`src/rtl/hbctl_pkg.sv`:
```
package hbctl_pkg;
    // Position of the status-reset request in a command word.
    localparam int SRR_BIT  = 0;
    // Number of configuration bits after the bridge enables.
    localparam int CFG_BITS = 3;

    // Command word width for a given bridge count.
    function automatic int word_width(input int n_bridges);
        return 1 + 2 * n_bridges + CFG_BITS;
    endfunction
endpackage

```
`src/rtl/hbctl_sync.sv`:
```
module hbctl_sync #(
    parameter int             N       = 3,
    parameter int             STAGES  = 2,
    parameter logic [N-1:0]   RST_VAL = '0
) (
    input  logic         clk,
    input  logic         rst,
    input  logic [N-1:0] async_in,
    output logic [N-1:0] sync_out
);
    logic [N-1:0] stg_d [STAGES];
    logic [N-1:0] stg_q [STAGES];

    genvar s;
    generate
        for (s = 0; s < STAGES; s++) begin : g_stage
            if (s == 0) begin : g_first
                always_comb stg_d[s] = async_in;
            end else begin : g_next
                always_comb stg_d[s] = stg_q[s-1];
            end
            always_ff @(posedge clk) begin
                if (rst) stg_q[s] <= RST_VAL;
                else     stg_q[s] <= stg_d[s];
            end
        end
    endgenerate

    assign sync_out = stg_q[STAGES-1];
endmodule

```
`src/rtl/hbctl_frame_eng.sv`:
```
module hbctl_frame_eng #(
    parameter int W     = 16,
    localparam int CNT_W = $clog2(W)
) (
    input  logic         clk,
    input  logic         rst,
    input  logic         en,
    input  logic         cs_s,
    input  logic         sck_s,
    input  logic         si_s,
    input  logic [W-1:0] status,
    output logic         so,
    output logic         so_oe,
    output logic         commit,
    output logic [W-1:0] word
);
    typedef struct packed {
        logic             cs_p;
        logic             sck_p;
        logic             in_frame;
        logic             seen;
        logic [CNT_W-1:0] cnt;
        logic [W-1:0]     rx;
        logic [W-1:0]     tx;
        logic             oe;
        logic             commit;
    } eng_t;

    localparam logic [CNT_W-1:0] CNT_LAST = CNT_W'(W - 1);

    eng_t st_d, st_q;
    logic cs_fall, cs_rise, sck_fall, sck_rise;

    always_comb begin
        cs_fall  =  st_q.cs_p  & ~cs_s;
        cs_rise  = ~st_q.cs_p  &  cs_s;
        sck_fall =  st_q.sck_p & ~sck_s;
        sck_rise = ~st_q.sck_p &  sck_s;

        st_d        = st_q;
        st_d.cs_p   = cs_s;
        st_d.sck_p  = sck_s;
        st_d.commit = 1'b0;

        if (!en) begin
            st_d.in_frame = 1'b0;
        end else if (cs_fall) begin
            st_d.in_frame = 1'b1;
            st_d.seen     = 1'b0;
            st_d.cnt      = '0;
            st_d.tx       = status;
        end else if (cs_rise) begin
            st_d.commit   = st_q.in_frame & st_q.seen & (st_q.cnt == '0);
            st_d.in_frame = 1'b0;
        end else if (cs_s) begin
            st_d.in_frame = 1'b0;
        end else if (st_q.in_frame) begin
            if (sck_fall) begin
                st_d.rx   = {si_s, st_q.rx[W-1:1]};
                st_d.seen = 1'b1;
                st_d.cnt  = (st_q.cnt == CNT_LAST) ? '0 : st_q.cnt + 1'b1;
            end
            if (sck_rise && st_q.seen) begin
                st_d.tx = {st_q.rx[W-1], st_q.tx[W-1:1]};
            end
        end

        st_d.oe = st_d.in_frame;
    end

    always_ff @(posedge clk) begin
        if (rst) begin
            st_q       <= '0;
            st_q.cs_p  <= 1'b1;
        end else begin
            st_q <= st_d;
        end
    end

    assign so     = st_q.tx[0];
    assign so_oe  = st_q.oe;
    assign commit = st_q.commit;
    assign word   = st_q.rx;

    a_r8_oe_off_disabled: assert property (@(posedge clk) disable iff (rst)
        !en |=> !so_oe);

    a_r3_oe_off_cs_high: assert property (@(posedge clk) disable iff (rst)
        (cs_s && $past(cs_s)) |-> !so_oe);

    a_r4_commit_after_rise: assert property (@(posedge clk) disable iff (rst)
        commit |-> ($past(cs_s) && !$past(cs_s, 2)));
endmodule

```
`src/rtl/hbctl_ctrl_reg.sv`:
```
module hbctl_ctrl_reg
    import hbctl_pkg::*;
#(
    parameter int NB = 6,
    localparam int W = word_width(NB)
) (
    input  logic          clk,
    input  logic          rst,
    input  logic          commit,
    input  logic [W-1:0]  word,
    output logic [NB-1:0] lo_en,
    output logic [NB-1:0] hi_en,
    output logic [CFG_BITS-1:0] cfg,
    output logic          clr
);
    typedef struct packed {
        logic [NB-1:0]       lo;
        logic [NB-1:0]       hi;
        logic [CFG_BITS-1:0] cfg;
        logic                clr;
    } ctl_t;

    ctl_t ct_d, ct_q;
    logic [NB-1:0] lo_w, hi_w;

    genvar k;
    generate
        for (k = 0; k < NB; k++) begin : g_bridge
            assign lo_w[k] = word[SRR_BIT + 1 + 2*k];
            assign hi_w[k] = word[SRR_BIT + 2 + 2*k];
        end
    endgenerate

    always_comb begin
        ct_d     = ct_q;
        ct_d.clr = 1'b0;
        if (commit) begin
            ct_d.lo  = lo_w;
            ct_d.hi  = hi_w;
            ct_d.cfg = word[W-1 -: CFG_BITS];
            ct_d.clr = word[SRR_BIT];
        end
    end

    always_ff @(posedge clk) begin
        if (rst) ct_q <= '0;
        else     ct_q <= ct_d;
    end

    assign lo_en = ct_q.lo;
    assign hi_en = ct_q.hi;
    assign cfg   = ct_q.cfg;
    assign clr   = ct_q.clr;

    a_r5_hold_without_commit: assert property (@(posedge clk) disable iff (rst)
        !commit |=> ($stable(lo_en) && $stable(hi_en) && $stable(cfg)));

    a_r7_clr_single_cycle: assert property (@(posedge clk) disable iff (rst)
        clr |=> !clr);

    a_r7_clr_needs_commit: assert property (@(posedge clk) disable iff (rst)
        clr |-> $past(commit));
endmodule

```
`src/rtl/hbctl_spi_slave.sv`:
```
module hbctl_spi_slave
    import hbctl_pkg::*;
#(
    parameter int NB          = 6,
    parameter int SYNC_STAGES = 2,
    localparam int W          = word_width(NB)
) (
    input  logic          clk,
    input  logic          rst,
    input  logic          en,
    input  logic          cs_n,
    input  logic          sclk,
    input  logic          si,
    output logic          so,
    output logic          so_oe,
    input  logic [W-1:0]  status_in,
    output logic [NB-1:0] lo_en,
    output logic [NB-1:0] hi_en,
    output logic          cfg_ocur,
    output logic          cfg_uload,
    output logic          cfg_ovolt,
    output logic          stat_clr
);
    logic [2:0]          pins_s;
    logic                commit;
    logic [W-1:0]        rx_word;
    logic [CFG_BITS-1:0] cfg;

    // Bit order: {cs, sclk, si}; chip select idles high.
    hbctl_sync #(
        .N       (3),
        .STAGES  (SYNC_STAGES),
        .RST_VAL (3'b100)
    ) sync_i (
        .clk      (clk),
        .rst      (rst),
        .async_in ({cs_n, sclk, si}),
        .sync_out (pins_s)
    );

    hbctl_frame_eng #(.W(W)) eng_i (
        .clk    (clk),
        .rst    (rst),
        .en     (en),
        .cs_s   (pins_s[2]),
        .sck_s  (pins_s[1]),
        .si_s   (pins_s[0]),
        .status (status_in),
        .so     (so),
        .so_oe  (so_oe),
        .commit (commit),
        .word   (rx_word)
    );

    hbctl_ctrl_reg #(.NB(NB)) ctl_i (
        .clk    (clk),
        .rst    (rst),
        .commit (commit),
        .word   (rx_word),
        .lo_en  (lo_en),
        .hi_en  (hi_en),
        .cfg    (cfg),
        .clr    (stat_clr)
    );

    assign cfg_ocur  = cfg[0];
    assign cfg_uload = cfg[1];
    assign cfg_ovolt = cfg[2];

    a_r10_idle_after_reset: assert property (@(posedge clk)
        $fell(rst) |-> (!so_oe && !stat_clr && lo_en == '0 && hi_en == '0));
endmodule

```
`config.mk`:
```
export PLATFORM = sky130hd
export DESIGN_NAME = hbctl_spi_slave
export DESIGN_NICKNAME = d
export VERILOG_FILES = /design/src/rtl/hbctl_pkg.sv /design/src/rtl/hbctl_sync.sv /design/src/rtl/hbctl_frame_eng.sv /design/src/rtl/hbctl_ctrl_reg.sv /design/src/rtl/hbctl_spi_slave.sv
export SDC_FILE = /design/constraint.sdc
export NUM_CORES = 1
export LEC_CHECK = 0
export BUFFER_PORTS_ARGS = -buffer_cell sky130_fd_sc_hd__buf_2
export CORE_MARGIN = 4
export CORE_UTILIZATION = 40
export DETAILED_ROUTE_END_ITERATION = 8
export SYNTH_ARGS = -nofsm -noshare
export SYNTH_HDL_FRONTEND = slang
export SYNTH_SLANG_ARGS = --single-unit
```
`constraint.sdc`:
```
create_clock -name clk -period 1.9 [get_ports clk]
set_input_delay 0.38 -clock clk [delete_from_list [all_inputs] [get_ports clk]]
set_output_delay 0.38 -clock clk [all_outputs]
set_load 0.01 [all_outputs]
```
# ---- After elaboration in Yosys (flattened, before gate mapping)
# Memories as Yosys holds them, arrays and structs flattened.
# Cells that the tools add are included.
dict set report word_totals {
  register_bits 57
  ramBits 6
  in_bits 22
  output_inout_bits 18
  word_cells 60
  memories 1
}
# name depth width rd rd_ports_with_merged_regs write_ports line_no
set memory_table {}
lappend memory_table {sync_i.stg_q 2 3 2 0 2 hbctl_sync.sv:12} ;# logic [N-1:0] stg_q [STAGES];
dict set report op_classes {
  add_sub_neg 1
  eq_ne 3
  n_mux 15
  bitwise 16
  n_reduce_logical 12
}
# op n
set ops {}
lappend ops {{$mux 37} 3}
lappend ops {{$mux 16} 2}
lappend ops {{$mux 21} 1}
lappend ops {{$reduce_and 5->1} 2}
lappend ops {{$not 1->1} 8}
lappend ops {{$and 1x1->1} 6}
lappend ops {{$mux 3} 2}
lappend ops {{$mux 6} 1}
lappend ops {{$reduce_and 6->1} 1}
lappend ops {{$reduce_bool 2->1} 3}
lappend ops {{$mux 1} 5}
lappend ops {{$add 4x1->4 const B} 1}
lappend ops {{$eq 4x4->1 const B} 1}
lappend ops {{$logic_not 4->1} 1}
lappend ops {{$mux 4} 1}
lappend ops {{$ne 2x1->1 const B} 2}
lappend ops {{$reduce_or 2->1} 2}
lappend ops {{$reduce_or 4->1} 1}
lappend ops {{$reduce_bool 3->1} 1}
lappend ops {{$or 1x1->1} 2}
lappend ops {{$logic_and 1x1->1} 1}

# ---- Longest topological paths before layout
# Gate-level depths: netlist of run 1.
dict set report depth {
  depth_word 8
  depth_mapped 6
  mapped_depth_nobuf 4
}

# ---- Cells and area by module
# Synthesis of run 1 repeated with hierarchy kept, for this count alone.
dict set report unflattened {
  cells_unflattened 260
  area_unflattened_um2 2722.6
}
# module instances cells_per_inst area_each_um2
set by_module_without_submodules {}
lappend by_module_without_submodules {hbctl_frame_eng 1 198 1991.9}
lappend by_module_without_submodules {hbctl_ctrl_reg 1 50 573.0}
lappend by_module_without_submodules {hbctl_sync 1 12 157.7}

# ---- Worst setup path before layout of run 1
# Ideal clock, no wire load.
dict set report synth_timing {
  path_type {register to register}
  from {register eng_i.st_q[39] (netlist name)}
  to {register eng_i.st_q (netlist bit eng_i.word[10])}
  setup_time_ps 132
  arrival_ps 1154
  t_required_ps 1768
  slack_ps 613
  path_stages_with_launch 7
  path_cell_list {dfxtp_1 nand4bb_1 or2_1 buf_2 buf_6 nand2_1 a21oi_1}
}
dict set report synth_between {
  elab_chain_cells 1
}
# element line_no
set synth_lines {}
lappend synth_lines {{from (decl)} hbctl_frame_eng.sv:31} ;# eng_t st_d, st_q;
lappend synth_lines {{from (signal assigned)} hbctl_frame_eng.sv:76} ;# st_q <= st_d;
lappend synth_lines {{$reduce_and 6->1 (no line)} -}
# No other way between the ends.
# A chain may end at the register's enable or synchronous reset.

# ---- Final worst setup path of run 1
dict set report layout_timing {
  from {register eng_i.st_q[39] (netlist name)}
  to {register eng_i.st_q (netlist bit eng_i.word[11])}
}
# The elaborated chain is that of the path after synthesis.

==> results_dict.tcl, run 1 <==
set metrics [dict create \
    wirelength_um 4860 \
    fin_util 0.497 \
    drv_slew 0 \
    start_kind "flop" \
    synth_area_mm2 0.00254 \
    core_mm2 0.00603 \
    cts_max_level 3 \
    synth_area_leaders "dfxtp_1 (50%), a211oi_2 (6.9%), a21oi_1 (6.7%), mux2i_1 (5.9%), nand2_1 (4.9%)" \
    fp-row-count 28 \
    globalRouteTotalUtil 0.140 \
    dpl_worst_slack_ns 0.468 \
    cts_resized 0 \
    firstDrtPassIters 4 \
    vias_per_cell 4.89 \
    cts_inserted_buffers 9 \
    cts_sinks 63 \
    root_buffer "clkbuf_8" \
    drive_above_1_share 0.299 \
    cellPowerDensity_mw_per_mm2 884 \
    synth_area_leader_cell "dfxtp_1" \
    synth_top_area_frac 0.496 \
    skew_ns 0.00877 \
    gp_congestion 0.705 \
    yosysWarningCount 0 \
    max-vdd-ir-drop_v 0.000524 \
    post_drt_wl_per_cell_um 12.5 \
    postCtsSetupRepairBufs 0 \
    rsz0062_at_grt "no" \
    synth_area_per_cell_um2 9.38 \
    die_area_mm2 0.00769 \
    port_buffers 39 \
    clk_path_buf_depth 2 \
    ctsHoldBuffers 0 \
    max_slew_margin 0.653 \
    setup_ws_ns 0.476 \
    clock_latency_ns 0.34 \
    hold_violations 0 \
    total_power_mw 2.65 \
    grt_max_degree 33 \
    clk_pin_slew_ns 0.07 \
    die_height_um 87.7 \
    synth-main-ff-cell "dfxtp_1" \
    ys_types 36 \
    synth-edff-count 0 \
    fin_crit_sh 0.750 \
    syn_nets 295 \
    io_pins 40 \
    end_kind "flop" \
    start_util 0.422 \
    synth_cells 271 \
    synth_seq_cells 63 \
    fmax_mhz 702 \
    tns_ns 0 \
    n_antenna_cell 0 \
    synth-seq-area-share 0.496 \
    grt_pass1_wl_um 8430 \
    min_path_type "in2reg" \
    via_count 1901 \
    tightest_slew_ns 0.520 \
    cts_tree "yes" \
    drc_errors 0 \
    cp.required_ns 2.12 \
    cp_max_fo 16 \
    hold_slack_ns 0.228 \
    initialDrtViolationCount 138 \
    worstPathArrival_ns 1.65 \
    nets 333 \
    grt_overflow_total 0 \
    p_leak_nw 1.16 \
    die_w_um 87.7 \
    worst-setup-path-type "reg2reg" \
    async_flop_share 0 \
    syn2layout_area_growth_pct 17.9 \
    status "completed" \
    hpwl_um 3170 \
    antenna_found_initial 0 \
    drv_cap 0 \
    grt_pass1_vias 1842 \
    post-route-min-period_ns 1.42 \
    postRouteAntennaNets 0 \
    setup_viol 0 \
]
synthesized netlist by cell type (2+ instances only):
library cell  count
a21oi_1          34
nor2b_1           7
a22oi_1           2
inv_1             2
and3_1           16
buf_2             8
ha_1              2
nor2_2           10
mux2i_1          15
buf_4             2
dfxtp_1          63
nor3_1            2
nor2_1           27
nand3b_1          3
a211oi_2         14
a211oi_1          2
or2_2             3
nand2_1          33
buf_6             3
clkbuf_1          7
power breakdown:
part | switching [mW] | internal [mW]
registers | 0.00947 | 1.34
clock network | 0.532 | 0.645
logic | 0.0682 | 0.0532
logic make-up (layout without fill, tap and decap cells):
kind of cell | Yosys count | after routing | share of synthesized area
AND/OR/NAND/NOR | 108 | 108 | 0.212
flip-flops | 63 | 63 | 0.496
AO/OA/AOI/OAI | 59 | 59 | 0.170
buffers and inverters | 24 | 67 | 0.0527
multiplexers | 15 | 15 | 0.0591
adder cells (fa/ha/maj) | 2 | 2 | 0.00985
state kept, by name, indices dropped and copies added (netlist names):
register,cells
eng_i.so,1
ctl_i.hi_en,6
ctl_i.lo_en,6
ctl_i.clr,1
eng_i.word,16
eng_i.st_q,23
sync_i.stg_q,6
eng_i.commit,1
ctl_i.cfg,3
per-layer routing:
| metal | wire, um | vias to the layer above | track usage |
|---|---|---|---|
| met2 | 2060 | 40 | 0.207 |
| met1 | 2440 | 852 | 0.184 |
| met5 | 0 | - | 0 |
| li1 | - | 999 | - |
| met4 | 95 | 0 | 0.0669 |
| met3 | 273 | 10 | 0.0461 |
through the flow:
step,area (um^2),instances
2_1_floorplan,2540,271
3_3_place_gp,2790,373
3_5_place_dp,2790,373
4_1_cts,3000,389
5_1_grt,3000,389
6_report,3000,389
layout by cell type (no fill, tap or decap), types with 2 or more instances in the layout:
master	count
a22oi_1	2
nor2_2	10
clkbuf_8	10
buf_2	39
inv_1	2
a211oi_1	2
buf_4	8
mux2i_1	15
clkinvlp_4	2
a211oi_2	14
or2_2	3
a21oi_1	34
nand2_1	33
nand3b_1	3
nor2_1	27
dfxtp_1	63
ha_1	2
nor3_1	2
nor2b_1	7
and3_1	16
final cells by class:
type                       count  area, um^2
timing repair buffer          48         275
fill                         605        3030
clock buffer                  10         138
tap                           75        93.8
clock inverter                 6        67.6
sequential                    63        1260
multi-input combinational    184        1150
inverter                       3        13.8
path summary, 6_finish.rpt:
| kind | cells past startpoint | startpoint | slack, ns | endpoint |
|---|---|---|---|---|
| max reg2reg | 4 | eng_i.st_q[39] | 0.48 | eng_i.word[11] |
| max | 4 | eng_i.st_q[39] | 0.48 | eng_i.word[11] |
| min | 2 | cs_n | 0.23 | sync_i.stg_q[0][2] |
| min reg2reg | 1 | sync_i.stg_q[0][2] | 0.41 | sync_i.stg_q[1][2] |
critical path, cell delays in order, from the launching register on:
cell       delay (ns)
dfxtp_1          0.41
nand4bb_1        0.21
or2_1            0.46
nand2_1          0.15
a21oi_1          0.07
No activity file was read; power rests on OpenSTA's default activity.
==> run 2: changes to the inputs <==
clock period = 1.2 ns   (was 1.9 ns; I/O delays follow)
==> run 2 against run 1 <==
Against the previous run:
- the flow now finishes with violations (setup timing)
- global-route usage down 0.087 points
- sequential share of layout area down 4.7 points
- clock-buffer cell count down 1
- critical endpoint is now eng_i.st_q[9]
- final area up 13%
==> results_dict.tcl, run 2 (synthesis results as in run 1) <==
set metrics [dict create \
    rsz0062_at_grt "yes" \
    cts_sinks 63 \
    clock_latency_ns 0.33 \
    pwr-share-clk 0.437 \
    total_power_mw 4.24 \
    skew_ns 0.00748 \
    vias_per_cell 4.89 \
    start_kind "flop" \
    grt_pass1_wl_um 8470 \
    post-route-min-period_ns 1.30 \
    fp-row-count 28 \
    initialDrtViolationCount 103 \
    hpwl_um 3180 \
    cts_tree "yes" \
    drv_slew 0 \
    clk_path_buf_depth 2 \
    busiest_layer "met2" \
    port_buffers 39 \
    fin_crit_sh 1.08 \
    drive_above_1_share 0.407 \
    max_slew_margin 0.772 \
    largest_reg_flops 23 \
    fin_util 0.564 \
    via_count 2002 \
    seqPwrFrac 0.504 \
    syn2layout_area_growth_pct 33.6 \
    ctsHoldBuffers 0 \
    dpl_worst_slack_ns -0.0655 \
    setup_ws_ns -0.0989 \
    setup_viol 32 \
    top_register "eng_i.st_q" \
    grt_overflow_total 0 \
    n_antenna_cell 0 \
    end_kind "flop" \
    cp.required_ns 1.42 \
    p_sw_frac 0.239 \
    grtUsageMet2 0.214 \
    crit_path_cell_trace "nand4b_1 -> a21oi_4 -> buf_12 -> buf_8 -> buf_4 -> a211oi_2" \
    post_drt_wl_per_cell_um 12.8 \
    clk_pin_slew_ns 0.07 \
    p_sw_mw 1.01 \
    hold_slack_ns 0.0916 \
    globalRouteTotalUtil 0.139 \
    grt_use_met1 0.182 \
    nets 353 \
    violations "setup timing" \
    min_path_type "in2reg" \
    postRouteAntennaNets 0 \
    cts_max_level 3 \
    grt_pass1_vias 1891 \
    final_area_mm2 0.00340 \
    slowest_stage "dfxtp_2" \
    power_frac_comb 0.059 \
    gp_congestion 0.754 \
    die_w_um 87.7 \
    max-vdd-ir-drop_v 0.000646 \
    die_height_um 87.7 \
    placed_area_mm2 0.00295 \
    drv_cap 0 \
    worst-setup-path-type "reg2reg" \
    core_mm2 0.00603 \
    internal_power_mw 3.22 \
    final_common_cell "dfxtp_1" \
    p_leak_nw 1.33 \
    slowest_delay_ns 0.33 \
    cts_inserted_buffers 9 \
    cellPowerDensity_mw_per_mm2 1250 \
    cp_max_fo 8 \
    status "finished with violations" \
    grt_util_met3 0.0301 \
    worstPathArrival_ns 1.52 \
    hold_violations 0 \
    start_util 0.422 \
    tightest_slew_ns 0.342 \
    final_cell_mix "dfxtp_1 (59), buf_2 (38), nand2_1 (30), a21oi_1 (28), nor2_1 (23)" \
    grt_max_degree 33 \
    wirelength_um 5230 \
    fmax_mhz 770 \
    io_pins 40 \
    firstDrtPassIters 4 \
    antenna_found_initial 0 \
    root_buffer "clkbuf_8" \
    die_area_mm2 0.00769 \
    drc_errors 0 \
]
==> run 2: repair_timing <==
action                     in CTS  in global routing
gates resized for setup        14                 22
buffers inserted                2                  6
pin swaps                      16                 17
cloned                          1                  3
setup endpoints to repair      33                 37
==> run 2: layout make-up <==
type                    instances  area, um^2
multi-input cells             185        1250
repair buffers                 67         563
well taps                      75        93.8
clock inverters                 7        81.3
flip-flops and latches         63        1270
clock buffers                   9         124
fillers                       535        2630
inverters                       3        13.8
==> run 2: stage by stage <==
stage	setup TNS [ns]	cells
final	-1.55	409
after global routing	-3.52	409
after CTS	-0.695	400
after detailed placement	-1.33	382
after global placement	-0.571	382
after floorplan	-0.434	271
==> run 2: metal layers <==
metal / routed length [um] / share of wire
met2: 2360 / 0.45
met1: 2610 / 0.50
met5: 0 / 0
met3: 185 / 0.035
met4: 76 / 0.015
==> run 2: critical path: cells and delay by family, from the launching register on <==
family / cells / cell delay (ns)
simple gates: 1 / 0.22
flops: 1 / 0.33
compound gates: 2 / 0.25
buf+inv: 3 / 0.40
==> run 2: power groups by stage <==
stage | Combinational, mW | Clock, mW | Sequential [mW]
2_1_floorplan | 0.134 | 0 | 2.18
3_3_place_gp | 0.212 | 0 | 2.18
3_5_place_dp | 0.214 | 0 | 2.19
4_1_cts | 0.220 | 1.91 | 2.13
5_1_grt | 0.273 | 1.99 | 2.14
6_report | 0.249 | 1.85 | 2.14
==> run 2: final timing paths <==
check                                         from                 end  slack [ns]  depth (start not counted)
worst max-delay path                eng_i.st_q[40]       eng_i.st_q[9]        -0.1                          6
worst min-delay path                          cs_n  sync_i.stg_q[0][2]        0.09                          2
worst max register to register      eng_i.st_q[40]       eng_i.st_q[9]        -0.1                          6
worst min register to register  sync_i.stg_q[0][2]  sync_i.stg_q[1][2]        0.42                          1
